<file path="config.mk">
export PLATFORM = sky130hd
export DESIGN_NAME = acq_pacer
export DESIGN_NICKNAME = d
export VERILOG_FILES = /design/src/rtl/acq_pacer.sv
export SDC_FILE = /design/constraint.sdc
export NUM_CORES = 1
export LEC_CHECK = 0
export ABC_AREA = 1
export BUFFER_PORTS_ARGS = -buffer_cell sky130_fd_sc_hd__buf_2
export CELL_PAD_IN_SITES_DETAIL_PLACEMENT = 0
export CELL_PAD_IN_SITES_GLOBAL_PLACEMENT = 1
export CORE_UTILIZATION = 42
export CTS_CLUSTER_SIZE = 8
export DETAILED_ROUTE_END_ITERATION = 12
export PLACE_DENSITY_LB_ADDON = 0.08
export SLEW_MARGIN = 20
export SYNTH_ARGS = -nofsm -noshare
export SYNTH_HDL_FRONTEND = slang
export SYNTH_SLANG_ARGS = --single-unit
</file>
<file path="constraint.sdc">
create_clock -name clk -period 2.06 [get_ports clk]
set_input_delay 0.309 -clock clk [delete_from_list [all_inputs] [get_ports clk]]
set_output_delay 0.309 -clock clk [all_outputs]
set_load 0.005 [all_outputs]
</file>
<file path="src/rtl/acq_pacer.sv">
module acq_pacer #(
  parameter int CNT_W = 16,
  parameter int CH_W  = 4
) (
  input  logic             clk,
  input  logic             rst_n,
  input  logic             tick_1us,
  input  logic             acq_en,
  input  logic             scan_en,
  input  logic             ext_conv,
  input  logic             load_cnt,
  input  logic [CNT_W-1:0] cnt_val,
  input  logic [CH_W:0]    chan_num,
  output logic             conv_start,
  output logic [CH_W-1:0]  chan_idx
);
  localparam logic [CNT_W-1:0] MIN_CNT = CNT_W'(2);
  localparam logic [CNT_W-1:0] ONE_CNT = CNT_W'(1);

  logic [CNT_W-1:0] reload_q, down_q;
  logic             tmr_hit_q, ext_hit_q;
  logic [2:0]       ext_sync_q;

  wire [CNT_W-1:0] cnt_clamped = (cnt_val < MIN_CNT) ? MIN_CNT : cnt_val;
  wire             at_last     = ({1'b0, chan_idx} + (CH_W+1)'(1)) >= chan_num;

  always_ff @(posedge clk or negedge rst_n) begin
    if (!rst_n) begin
      reload_q  <= MIN_CNT;
      down_q    <= MIN_CNT;
      tmr_hit_q <= 1'b0;
    end else begin
      tmr_hit_q <= 1'b0;
      if (load_cnt) begin
        reload_q <= cnt_clamped;
        down_q   <= cnt_clamped;
      end else if (!acq_en) begin
        down_q <= reload_q;
      end else if (tick_1us) begin
        if (down_q == ONE_CNT) begin
          down_q    <= reload_q;
          tmr_hit_q <= 1'b1;
        end else begin
          down_q <= down_q - ONE_CNT;
        end
      end
    end
  end

  always_ff @(posedge clk or negedge rst_n) begin
    if (!rst_n) begin
      ext_sync_q <= 3'b000;
      ext_hit_q  <= 1'b0;
    end else begin
      ext_sync_q <= {ext_sync_q[1:0], ext_conv};
      ext_hit_q  <= ext_sync_q[1] & ~ext_sync_q[2];
    end
  end

  assign conv_start = acq_en & (tmr_hit_q | ext_hit_q);

  always_ff @(posedge clk or negedge rst_n) begin
    if (!rst_n)                 chan_idx <= '0;
    else if (!acq_en || !scan_en) chan_idx <= '0;
    else if (conv_start)        chan_idx <= at_last ? '0 : chan_idx + CH_W'(1);
  end

  assert_cnt_floor_R4: assert property (@(posedge clk) disable iff (!rst_n)
    (down_q != '0) && (reload_q >= MIN_CNT));
  assert_timer_reload_R2: assert property (@(posedge clk) disable iff (!rst_n)
    tmr_hit_q |-> (down_q == reload_q));
  assert_ext_single_R6: assert property (@(posedge clk) disable iff (!rst_n)
    ext_hit_q |=> !ext_hit_q);
  assert_idle_quiet_R7: assert property (@(posedge clk) disable iff (!rst_n)
    !acq_en |-> !conv_start);
  assert_scan_wrap_R8: assert property (@(posedge clk) disable iff (!rst_n)
    (acq_en && scan_en && conv_start && at_last) |=> (chan_idx == '0));
  assert_scan_hold_R8: assert property (@(posedge clk) disable iff (!rst_n)
    (acq_en && !conv_start) |=> (!acq_en || !scan_en || $stable(chan_idx)));
  assert_single_fixed_R9: assert property (@(posedge clk) disable iff (!rst_n)
    !scan_en |=> (chan_idx == '0));
  assert_enable_zero_R10: assert property (@(posedge clk) disable iff (!rst_n)
    $rose(acq_en) |-> (chan_idx == '0));
endmodule

</file>
==> results of run 1 <==
==> cell families after synthesis <==
kind of cell / share of synthesized area (%)
buf+inv: 8.58
xor+xnor: 2.04
compound gates: 8.54
simple gates: 37.1
flops: 39.9
fa+ha+maj: 3.88
==> per-stage QoR <==
step	total power [mW]	hold WS, ns	cells
floorplan	1.22	0.0134	359
global placement	1.34	0.333	463
detailed placement	1.35	0.350	463
CTS	2.05	0.101	471
global route	2.15	0.101	471
finish	2.03	0.0749	471
==> placed cells by master, fill, tap and decap left out, drive strengths merged <==
| master | n |
|---|---|
| a21oi | 16 |
| a21boi | 1 |
| nand3 | 20 |
| or2 | 1 |
| o21ai | 19 |
| ha | 8 |
| buf | 37 |
| nor3 | 2 |
| nand4 | 9 |
| nand3b | 3 |
| o21bai | 2 |
| nand2 | 119 |
| nor2 | 59 |
| dfstp | 2 |
| xnor2 | 3 |
| xor2 | 3 |
| inv | 45 |
| clkinvlp | 1 |
| clkbuf | 6 |
| dfrtp | 39 |
| bufinv | 1 |
==> layout make-up <==
type                       instances  area, um2  area share [%]
clock inverter                     2       37.5            1.28
clock buffer                       6       82.6            2.81
multi-input combinational        265       1330            45.3
inverter                          45        169            5.75
sequential                        41       1030            35.0
timing repair buffer              37        198            6.73
tap                               75       93.8            3.19
==> flip-flops by register name, summed over array words and instances (netlist names) <==
name,flops
chan_idx,4
reload_q,16
tmr_hit_q,1
ext_hit_q,1
down_q,16
ext_sync_q,3
==> worst min path at each step <==
stage | end | slack [ns] | depth (start not counted)
6_report | down_q[14] | 0.07 | 2
4_1_cts | down_q[10] | 0.10 | 2
3_5_place_dp | ext_sync_q[1] | 0.35 | 0
3_3_place_gp | ext_sync_q[1] | 0.33 | 0
2_1_floorplan | chan_idx[0] | 0.01 | 0
5_1_grt | ext_sync_q[0] | 0.10 | 1
==> worst register-to-register path: cells and delay by family (launching register included) <==
family	cells	cell delay (ns)
flops	1	0.43
compound gates	3	0.29
fa+ha+maj	2	0.56
simple gates	2	0.35
xor+xnor	1	0.18
==> metal layers <==
layer / up-vias / share of wire (%) / GRT usage [%]
li1: 1196 / - / -
met1: 990 / 54 / 30.3
met2: 40 / 42 / 33.0
met3: 5 / 2.9 / 4.09
met4: 0 / 0.98 / 4.29
met5: - / 0 / 0
==> power by group through the flow <==
stage               Clock (mW)  Combinational, mW  Sequential, mW
global route             0.750              0.447           0.958
floorplan                    0              0.277           0.944
finish                   0.702              0.382           0.946
global placement             0              0.380           0.959
detailed placement           0              0.385           0.961
CTS                      0.715              0.388           0.945
==> flow_results.org, run 1 <==
** Place
- In this run the tool buffered the top-level ports with 32 buffer cells.
- Gp weighted congestion :: 0.809
- Placed cell areas :: 2820 um2
- HPWL after detailed placement :: 4.35 mm
- Timing analysis after detailed placement gives a worst setup slack of slightly above 0.2 ns.

** Clock tree
- The clock reaches the later pin of the worst-skew pair after 0.30 ns.
- Clock-pin slew was measured on the worst setup and hold paths at 0.09 ns.
- Master cell of the clock root buffer :: sky130_fd_sc_hd__clkbuf_8
- Once the clock tree was built, the resizer swapped 0 gates to a different size.
- Clock buffer depth :: 2
- The H-tree generated during clock tree synthesis spans 2 levels.
- Hold buffer count at CTS :: 0
- TritonCTS created 5 clock buffers.
- Clock sinks :: a little over 40
- TritonCTS built the clock tree.
- Post-CTS setup-driven buffer insertion count :: 0

** Timing
- The worst path needs 1.89 ns of the cycle, external delays included.
- For the pin with the worst max-slew slack, the measured transition is about 0.56 ns.
- Setup slack on the critical path of the routed design comes to approximately 0.17 ns.
- Unrepaired setup endpoints after global routing :: no
- Derived from the worst setup path, the maximum achievable clock frequency is 528 MHz.
- Measured against its own limit, the worst slew margin works out to 62.9%.
- Number of hold violations in the final report :: 0
- Total Negative Setup Slacks :: 0 ns
- Setup violations remaining at the end of the flow were counted as 0.
- In the finished design, the share of the clock period the worst path needs comes to between 90% and 100%.
- Pins over their slew limit :: 0
- On the final layout, the worst clock skew is 0.0102 ns.

** Worst setup path
- Kind of end point of the critical path :: flop
- Worst reg2reg endpoint :: chan_idx[2]
- Cell count along the critical path :: 8
- Critical path's top delay family :: adder cells
- At the worst endpoint, the required time is about 2.3 ns.
- The critical path in this run is classified as reg2reg.
- Setup crit start :: chan_idx[0]
- In this run the critical register-to-register path is launched from chan_idx[0].
- Buf+Inv Stages, Crit Path :: 0
- For this design, the slowest cell found on the critical path is sky130_fd_sc_hd__dfrtp_1.
- Measured in cells, the most critical reg-to-reg path has a length of 8.
- For the worst setup path, the data arrival time is approximately 2.1 ns.
- The critical path goes through ha_1 > xor2_1 > ha_1 > a21oi_1 > o21ai_0 > nor2_1 > nand4_1 > o21ai_0.
- The setup check on the worst reg-to-reg path leaves a slack of 0.17 ns.
- STA classifies the critical path startpoint as a flop.
- Peak per-stage delay on the critical path :: 0.43 ns
- The critical path ends at chan_idx[2].
- Along the worst path, the maximum fanout reaches 5.

** Synth
- Mean area per synthesized cell :: ~7 um2
- Number of synthesized flops with an enable pin :: 0
- The number of different library cells used by synthesis comes to 30.
- Fraction of post-synthesis cell area in the top cell type by area :: 37.8%
- After synthesis the netlist holds a flip-flop and latch count of between 40 and 50.
- Post-Syn Area :: between 2000 and 3000 um2
- sky130_fd_sc_hd__dfrtp_1 takes more of the synthesized area than any other cell.
- The most used flip-flop cell after synthesis is sky130_fd_sc_hd__dfrtp_1.
- In the post-synthesis netlist, the biggest area contributors are sky130_fd_sc_hd__dfrtp_1 38%, sky130_fd_sc_hd__nand2_1 16%, sky130_fd_sc_hd__nor2_1 7.1%, sky130_fd_sc_hd__inv_1 6.4%, sky130_fd_sc_hd__ha_1 3.9%.
- Summing the sequential cell areas from Yosys gives 39.9% of the chip area.
- Of all flip-flops after synthesis, the portion carrying an async set or reset was 100%.
- Warnings, synthesis :: 0
- Yosys instantiated no cell more often than sky130_fd_sc_hd__nand2_1.
- When the netlist entered floorplanning its net count stood at 395.
- Synthesis produced a netlist whose cell count is 359.
- Synth top cells by count :: 113 x sky130_fd_sc_hd__nand2_1, 49 x sky130_fd_sc_hd__nor2_1, 44 x sky130_fd_sc_hd__inv_1, 39 x sky130_fd_sc_hd__dfrtp_1, 19 x sky130_fd_sc_hd__nand3_1

** Pwr
- For this design the total switching power over the nets is 0.614 mW.
- Internal power comes to 1.42 mW.
- Leakage dissipation :: 1.56 nW
- Across the VDD grid, the largest voltage drop is about 0.32 mV.
- Combinational logic is responsible for 18.8% of the overall power.
- Clock network fraction of total power :: 34.6%
- Dividing total power by cell area gives a power density of 691 nW/um2.
- Switch share :: 30.2%
- The share of total power dissipated in sequential elements is between 40% and 50%.

** Global route
- Global routing finished with a remaining overflow of 0.
- The via count of the first global-routing pass is 2110.
- The first global-routing pass estimated 10.3 mm of wire.
- Total global-route track usage :: 21.2%
- Number of antenna violations at the first check in global routing :: 0
- Pin count of the biggest net entering global routing :: 42

** Cells and area
- After filler insertion, the fill cell instance count of the layout stands at 613.
- At the end of the flow, the number of nets in the layout was 431.
- At the end of the flow the core is filled with cells to 49.6%.
- In the final layout, the share of cells above drive strength 1 is 18.4%.
- Antenna cell count :: 0
- Post-route cell area :: 2940 um2
- Relative to the synthesized area, the layout overhead comes to 13.9%.

** Floorplanning
- During I/O placement, the number of pins put on the boundary was 33.
- Full die area :: 6460 um2
- The region available for standard cell placement spans between 5000 and 6000 um2.
- Starting Density :: 43.6%
- From left edge to right edge, the die measures 80.4 um.
- Floorplan row count :: 28
- Die height :: ~80 um

** Detailed routing
- Post-detailed-route wirelength per cell :: 12.7 um
- Vias :: approximately 2.2k
- Remaining number of nets flagged by the antenna check after routing :: 0
- The routed design has between 6 and 7 mm of wire.
- Iteration-0 DRC count of the detailed router :: 79
- Ratio of routed vias to standard cells :: 4.74
- The first TritonRoute pass finished after 4 iterations.
- Count of unresolved DRC violations after routing :: 0

** Status
- Result of the run :: finished clean

** Job
- Max-cap violations in this run came to 0.

** Worst hold path
- In this run the worst hold path is classified as in2async.
Power figures use the tool's default switching activity.
==> run 2: changes to the inputs <==
Settings changed: CORE_UTILIZATION 42 to 45.
Clock period 2.06 ns to 2.4 ns, I/O delays scaled along.
==> flow_results.org, run 2 (same netlist as run 1, synthesis figures left out) <==
** Clock tree
- CTS tree :: done
- Resize count post-CTS :: 0 (unchanged)
- Clock buffer depth :: 2 (unchanged)
- Number of buffers created by CTS :: 5 (unchanged)
- The source-to-sink clock delay at the later pin of the worst-skew pair is 0.30 ns (about the same).
- The number of buffers inserted for hold repair after clock tree synthesis is 0 (unchanged).
- Post-CTS setup-driven buffer insertion count :: 0 (unchanged)
- Master cell of the clock root buffer :: sky130_fd_sc_hd__clkbuf_8
- The clock sink count was 41 (unchanged).
- Clock slew seen by the registers of the worst setup and hold paths :: 0.08 ns (about the same)
- The count of H-tree levels built during CTS was 2 (unchanged).

** Global route
- The via count of the first global-routing pass was 2153 (+2.0%).
- The pin count of the biggest net entering global routing is 42 (unchanged).
- The number of antenna violations at the first check in global routing was 0 (unchanged).
- Global-route wire length before repair :: 10.3 mm (+0.27%)
- Total global-route track usage :: 22.4% (+1.3 points)
- GRT overflow :: 0 (unchanged)

** Floorplanning
- The number of rows created at floorplan was 27 (-3.6%).
- The die extent in y is 77.7 um (-3.3%).
- The die extent in x was 77.7 um (-3.3%).
- Placeable Area :: 5510 um2 (-7.0%)
- The area of the die came to 6040 um2 (-6.5%).
- The starting density of the core is 46.9% (+3.3 points).
- The number of top-level pins was 33 (unchanged).

** Cells and area
- The layout cell share with drive strength beyond 1 was 17.8% (-0.62 points).
- The library cells used most frequently in the layout, excluding fill and tap cells, are 113 x sky130_fd_sc_hd__nand2_1, 49 x sky130_fd_sc_hd__nor2_1, 44 x sky130_fd_sc_hd__inv_1.
- The layout net count is 428 (-0.70%).
- The largest registers in the layout are down_q: 16 flops, reload_q: 16 flops, chan_idx: 4 flops.
- Leaving out fill and tap cells, the most frequent cell in the layout is sky130_fd_sc_hd__nand2_1.
- Antenna cell count :: 0 (unchanged)
- The share of the core filled with cells in the final layout was 52.3% (+2.6 points).
- From synthesis to final layout, the design area changed by 11.6%.

** Detailed routing
- Ratio of routed vias to standard cells :: 4.82 (+1.7%)
- Remaining number of nets flagged by the antenna check after routing :: 0 (unchanged)
- The residual DRC count came to 0 (unchanged).
- The violation count after the first detailed-routing iteration is 124 (+57%).
- Post-detailed-route wirelength per cell :: 12.9 um (+1.1%)
- Vias :: 2239 (+0.36%)
- Detailed-route wire length :: 5.99 mm (-0.17%)
- The number of iterations in the first detailed-routing pass is 5 (+1).

** Worst setup path
- The maximum net fanout on the critical path is 5 (unchanged).
- The data arrival time of the worst path came to 2.15 ns (+0.04 ns).
- The stage delay of the slowest cell on the critical path is 0.44 ns (about the same).
- The worst setup path is captured at a flop.
- STA classifies the critical path startpoint as a flop.
- Cell with the biggest individual delay on the critical path :: sky130_fd_sc_hd__dfrtp_1
- The setup path with the least slack is of type reg2reg.
- The critical path goes through ha_1 > xor2_1 > ha_1 > a21oi_1 > o21ai_0 > nor2_1 > nand4_1 > o21ai_0.
- The data required time at the worst endpoint is 2.63 ns (+0.36 ns).

** Timing
- The final max-slew violation count came to 0 (unchanged).
- Unrepaired setup endpoints after global routing :: no
- The count of endpoints failing setup in the final report was 0 (unchanged).
- Slew @ Worst Pin :: 0.957 ns (+0.401 ns)
- Highest Clock Rate :: 520 MHz (-1.5%)
- The normalized max-slew margin is 36.2% (-27 points).
- The final total negative setup slack was 0 ns (unchanged).
- The post-route minimum period was 1.92 ns (+0.0295 ns).
- Number of hold violations in the final report :: 0 (unchanged)
- Setup skew after layout :: 0.00604 ns (-0.00415 ns)
- The final cycle utilization of the critical path is 80.1% (-12 points).

** Status
- The flow ran to the end, and the final reports show no timing, DRC or antenna violations.

** Place
- Number of port buffers :: 32 (unchanged)
- The half-perimeter wire length after placement was 4.37 mm (+0.49%).
- Gp weighted congestion :: 0.820 (+1.3%)

** Pwr
- The part of the power in registers was 51.0% (+4.4 points).
- Power density of the placed cells :: 554 nW/um2 (-20%)
- Internal power :: 1.08 mW (-24%)
- Switch share :: 32.6% (+2.3 points)
- Leakage dissipation :: 1.53 nW (-1.8%)
- The combinational group share of total power is 20.4% (+1.6 points).
- Clock network fraction of total power :: 28.6% (-6.0 points)
- The peak ir drop on the vdd network came to 0.245 mV (-24%).
- Reported net switching power :: 0.520 mW (-15%)

** Job
- The max-capacitance violation count came to 0 (unchanged).

** Worst hold path
- In this run the worst hold path is classified as in2reg.
==> run 2: cell count changes in the layout (fill, tap and decap cells not counted) <==
cell and delta:
sky130_fd_sc_hd__bufinv_16 -1, sky130_fd_sc_hd__buf_4 -3, sky130_fd_sc_hd__clkinv_2 +2, sky130_fd_sc_hd__clkbuf_8 -1
==> run 2: final timing paths <==
path                       depth (start not counted)       endpoint           from  slack (ns)
max in group asynchronous                          1      down_q[5]          rst_n        1.60
min reg2reg                                        0  ext_sync_q[1]  ext_sync_q[0]        0.35
min in group asynchronous                          1      tmr_hit_q          rst_n        0.20
min                                                1  ext_sync_q[0]       ext_conv        0.16
max reg2reg                                        8    chan_idx[2]    chan_idx[0]        0.48
max                                                8    chan_idx[2]    chan_idx[0]        0.48
==> run 2: final cells by class <==
cell class,count,area [um2]
fillers,577,2630
multi-input cells,265,1330
flip-flops and latches,41,1030
repair buffers,34,175
inverters,45,169
well taps,72,90.1
clock buffers,5,68.8
clock inverters,3,17.5
==> run 2: layer usage <==
metal | share of wire, % | track usage [%] | up-vias
li1 | - | - | 1186
met1 | 52 | 32.1 | 1002
met2 | 43 | 34.3 | 43
met3 | 3.7 | 3.65 | 8
met4 | 1.5 | 7.36 | 0
met5 | 0 | 0 | -
==> run 2: power by group through the flow <==
stage                     logic [mW]  clock network (mW)  registers [mW]
after floorplan                0.238                   0           0.810
after global placement         0.326                   0           0.824
after detailed placement       0.327                   0           0.826
after CTS                      0.328               0.475           0.812
after global routing           0.377               0.496           0.822
final                          0.325               0.457           0.813
==> run 2: critical path: cells and delay by family (launching register included) <==
kind / cells / cell delay (ns)
AOI/OAI and AO/OA: 3 / 0.30
xor gates and xnor gates: 1 / 0.23
adders and majority gates: 2 / 0.55
and+or+nand+nor: 2 / 0.34
DFF: 1 / 0.44
==> run 2: through the flow <==
stage	cells	instance area [um2]	setup slack, ns	hold slack, ns	power, mW
5_1_grt	465	2880	0.263	0.153	1.69
6_report	465	2880	0.478	0.164	1.60
2_1_floorplan	359	2580	0.700	0.0644	1.05
3_3_place_gp	457	2790	0.545	0.332	1.15
4_1_cts	465	2880	0.465	0.152	1.62
3_5_place_dp	457	2790	0.488	0.336	1.15
==> run 3: changes to the inputs <==
Settings changed: ABC_AREA 1 to 0, CORE_UTILIZATION 45 to 39.
Clock period 2.4 ns to 1.59 ns, I/O delays scaled along.
==> flow_results.org, run 3 <==
** Detailed routing
- Remaining number of nets flagged by the antenna check after routing :: 0 (unchanged)
- Vias :: 2181 (-2.6%)
- Post-detailed-route wirelength per cell :: 16.8 um (+31%)
- Count of unresolved DRC violations after routing :: 0 (unchanged)
- Iteration-0 DRC count of the detailed router :: 131 (+5.6%)
- Detailed-route wire length :: 6.80 mm (+14%)
- The mean number of vias per cell came to 5.40 (+12%).
- The number of iterations in the first detailed-routing pass came to 4 (-1).

** Worst hold path
- Worst hold stages :: 1 (unchanged)
- Type of the tightest min-delay check :: in2reg
- In this run the most critical hold path is launched from ext_conv.
- Hold worst-path end :: ext_sync_q[0]

** Clock tree
- The count of H-tree levels built during CTS is 2 (unchanged).
- Clock slew seen by the registers of the worst setup and hold paths :: 0.08 ns (about the same)
- The source-to-sink clock delay at the later pin of the worst-skew pair is 0.29 ns (about the same).
- Number of buffers created by CTS :: 5 (unchanged)
- The clock sink count is 41 (unchanged).
- The maximum buffer depth of the clock tree came to 2 (unchanged).
- In this run the clock root is driven by a sky130_fd_sc_hd__clkbuf_8.
- CTS tree :: done

** Synth
- The fraction of registers with async set or reset after synthesis was 100% (unchanged).
- Gate count after technology mapping :: 235 (-35%)
- The post-synth design cell area is 2280 um2 (-12%).
- By instance count, the leading cell after synthesis is sky130_fd_sc_hd__dfrtp_1.
- The synthesized area per cell is 9.71 um2 (+35%).
- The largest total area in the synthesized netlist belongs to sky130_fd_sc_hd__dfrtp_1.
- In the synthesized netlist the dominant register cell turns out to be sky130_fd_sc_hd__dfrtp_1.
- Sorting the synthesized cells by area gives the leading types as sky130_fd_sc_hd__dfrtp_1 43%, sky130_fd_sc_hd__ha_1 4.4%, sky130_fd_sc_hd__o21ai_0 3.7%, sky130_fd_sc_hd__a22o_1 3.1%, sky130_fd_sc_hd__nor3_1 2.6%.
- Synth unique cells :: 48 (+60%)
- The commonest cells after synthesis are 39 x sky130_fd_sc_hd__dfrtp_1, 17 x sky130_fd_sc_hd__o21ai_0, 16 x sky130_fd_sc_hd__nand2_1, 13 x sky130_fd_sc_hd__inv_1, 12 x sky130_fd_sc_hd__nor3_1.
- The share of Yosys cell area claimed by the top area cell type came to 42.8% (+5.0 points).
- The number of enable flip-flop cells after synthesis came to 0 (unchanged).
- Total of flip-flops plus latches after synthesis :: 41 (unchanged)
- The total nets after synthesis was 271 (-31%).
- Sequential fraction of the synthesis area :: 45.1% (+5.2 points)
- Warnings, synthesis :: 0 (unchanged)

** Place
- The half-perimeter wire length after placement is 4.73 mm (+8.2%).
- The number of I/O port buffers was 32 (unchanged).
- The placer's final routability congestion estimate was 0.863 (+5.4%).
- Placed cell areas :: 2970 um2 (+6.5%)

** Timing
- Max-slew headroom :: 68.8% (+33 points)
- The final setup skew is 0.00484 ns (-0.00120 ns).
- The peak clock frequency supported by timing is 471 MHz (-9.5%).
- Total Negative Setup Slacks :: -7.02 ns (-7.02 ns)
- The count of endpoints failing setup in the final report is 21 (+21).
- Pins over their slew limit :: 0 (unchanged)
- Clock period minus final worst setup slack :: 2.12 ns (+0.201 ns)
- The hold violation count in the final report came to 0 (unchanged).
- The final cycle utilization of the critical path came to 134% (+53 points).
- Final-layout worst hold slack :: 0.0437 ns (-0.120 ns)
- Setup repair after global routing could not meet its margin everywhere.
- The minimum setup slack in the final design came to -0.533 ns (-1.01 ns).
- Slew @ Worst Pin :: 0.464 ns (-0.493 ns)

** Global route
- Pin count of the biggest net entering global routing :: 27 (-36%)
- The remaining global-route overflow was 0 (unchanged).
- The global-route usage over all layers was 23.2% (+0.79 points).
- Global-route wire length before repair :: 10.7 mm (+4.0%)
- The via count of the first global-routing pass was 2225 (+3.3%).
- Number of antenna violations at the first check in global routing :: 0 (unchanged)

** Cells and area
- Share of final-layout standard cells stronger than drive strength 1 :: 48.5% (+31 points)
- Most frequent standard cell in the layout excluding fill and tap cells :: sky130_fd_sc_hd__buf_4
- The layout net count was 367 (-14%).
- The summed area of non-filler cells in the final layout was 3480 um2 (+21%).
- The largest registers in the layout are down_q: 16 flops, reload_q: 16 flops, chan_idx: 4 flops.
- Util after Layout :: 62.4% (+10 points)
- The top cell types in the final layout, fill and taps aside, are 60 x sky130_fd_sc_hd__buf_4, 39 x sky130_fd_sc_hd__dfrtp_1, 32 x sky130_fd_sc_hd__buf_2.
- The antenna diode count came to 0 (unchanged).
- Compared with the post-synthesis result, the final layout area differs by 52.6%.

** Worst setup path
- Startpoint type of the worst setup path :: flop
- Worst reg2reg endpoint :: down_q[14]
- The maximum net fanout on the critical path was 6 (+1).
- The number of cell instances on the worst register-to-register path was 6 (-2).
- Kind of critical path :: reg2reg
- The flop-to-flop setup slack is -0.53 ns (-1.01 ns).
- Data arrival at the endpoint of the critical path :: 2.29 ns (+0.14 ns)
- The data required time at the worst endpoint came to 1.75 ns (-0.88 ns).
- The worst register-to-register path begins at down_q[12].
- STA classifies the critical path endpoint as a flop.

** Floorplanning
- Die height :: 78.5 um (+0.97%)
- The number of top-level pins came to 33 (unchanged).
- The floorplan core area was 5570 um2 (+1.2%).
- Floorplan row count :: 27 (unchanged)
- The starting density of the core is 40.9% (-5.9 points).
- The area of the die is 6160 um2 (+2.0%).
- The die extent in x is 78.5 um (+0.97%).

** Job
- Count of maximum capacitance violations :: 0 (unchanged)

** Status
- Violated checks :: setup timing
- The flow ran to the end, but the final reports show violations.

** Pwr
- Leakage dissipation :: 1.57 nW (+2.5%)
- Total design power :: 2.78 mW (+74%)
- Power density of the placed cells :: 799 nW/um2 (+44%)
- Highest ir drop seen on vdd :: 0.620 mV (+150%)
[run 3: timing repair]
| item | in CTS | in global routing |
|---|---|---|
| endpoints found under the hold margin | 15 | 0 |
| gates cloned | 1 | 0 |
| hold buffers | 1 | 0 |
| pin swaps | 12 | 19 |
| gates resized for setup | 25 | 32 |
| buffers inserted | 6 | 3 |
| endpoints found under the setup margin | 21 | 21 |
[run 3: layer usage]
layer	global-route usage [%]	vias to the layer above	share of wire, %	routed length, um
li1	-	1073	-	-
met3	4.19	12	4.2	288
met2	39.9	55	50	3400
met4	7.78	0	2.1	146
met1	29.2	1041	44	2960
met5	0	-	0	0
[run 3: power breakdown]
part	internal (mW)	total, mW	switching, mW
sequential	1.14	1.20	0.0599
combinational	0.358	0.697	0.338
clock	0.511	0.884	0.373
[run 3: cell type report]
class	instances	area, um2
flip-flops and latches	41	1030
clock buffers	6	82.6
fillers	480	2090
repair buffers	102	757
inverters	13	48.8
well taps	72	90.1
multi-input cells	168	1440
clock inverters	2	37.5
[run 3: critical path, stage by stage, from the launching register on]
cell	delay, ns
sky130_fd_sc_hd__dfrtp_1	0.38
sky130_fd_sc_hd__or4_4	0.57
sky130_fd_sc_hd__nor4_4	0.34
sky130_fd_sc_hd__buf_4	0.20
sky130_fd_sc_hd__nor2_4	0.07
sky130_fd_sc_hd__a222oi_1	0.31
sky130_fd_sc_hd__o21ai_1	0.12
[run 3: cell families (layout without fill, tap and decap cells)]
kind of cell               after synthesis  after routing  share of synthesized area (%)
muxes                                    4              4                           1.97
xor gates and xnor gates                 7              7                           2.69
DFF                                     41             41                           45.1
adders and majority gates                8              8                           4.39
and+or+nand+nor                         83             83                           20.4
buffers and inverters                   26            123                           5.32
AOI/OAI and AO/OA                       66             66                           20.1
[run 3: how the worst max path moves through the flow]
stage / startpoint / cells past startpoint / to / slack, ns
floorplan: down_q[1] / 8 / down_q[8] / -0.38
global placement: down_q[1] / 8 / down_q[8] / -0.44
detailed placement: down_q[1] / 8 / down_q[8] / -0.48
CTS: down_q[12] / 6 / down_q[14] / -0.50
global route: down_q[12] / 6 / down_q[14] / -0.60
finish: down_q[12] / 6 / down_q[14] / -0.53
[run 3: metrics by stage]
step,cells,setup slack (ns)
2_1_floorplan,235,-0.376
3_3_place_gp,386,-0.439
3_5_place_dp,386,-0.482
4_1_cts,402,-0.504
5_1_grt,404,-0.601
6_report,404,-0.533
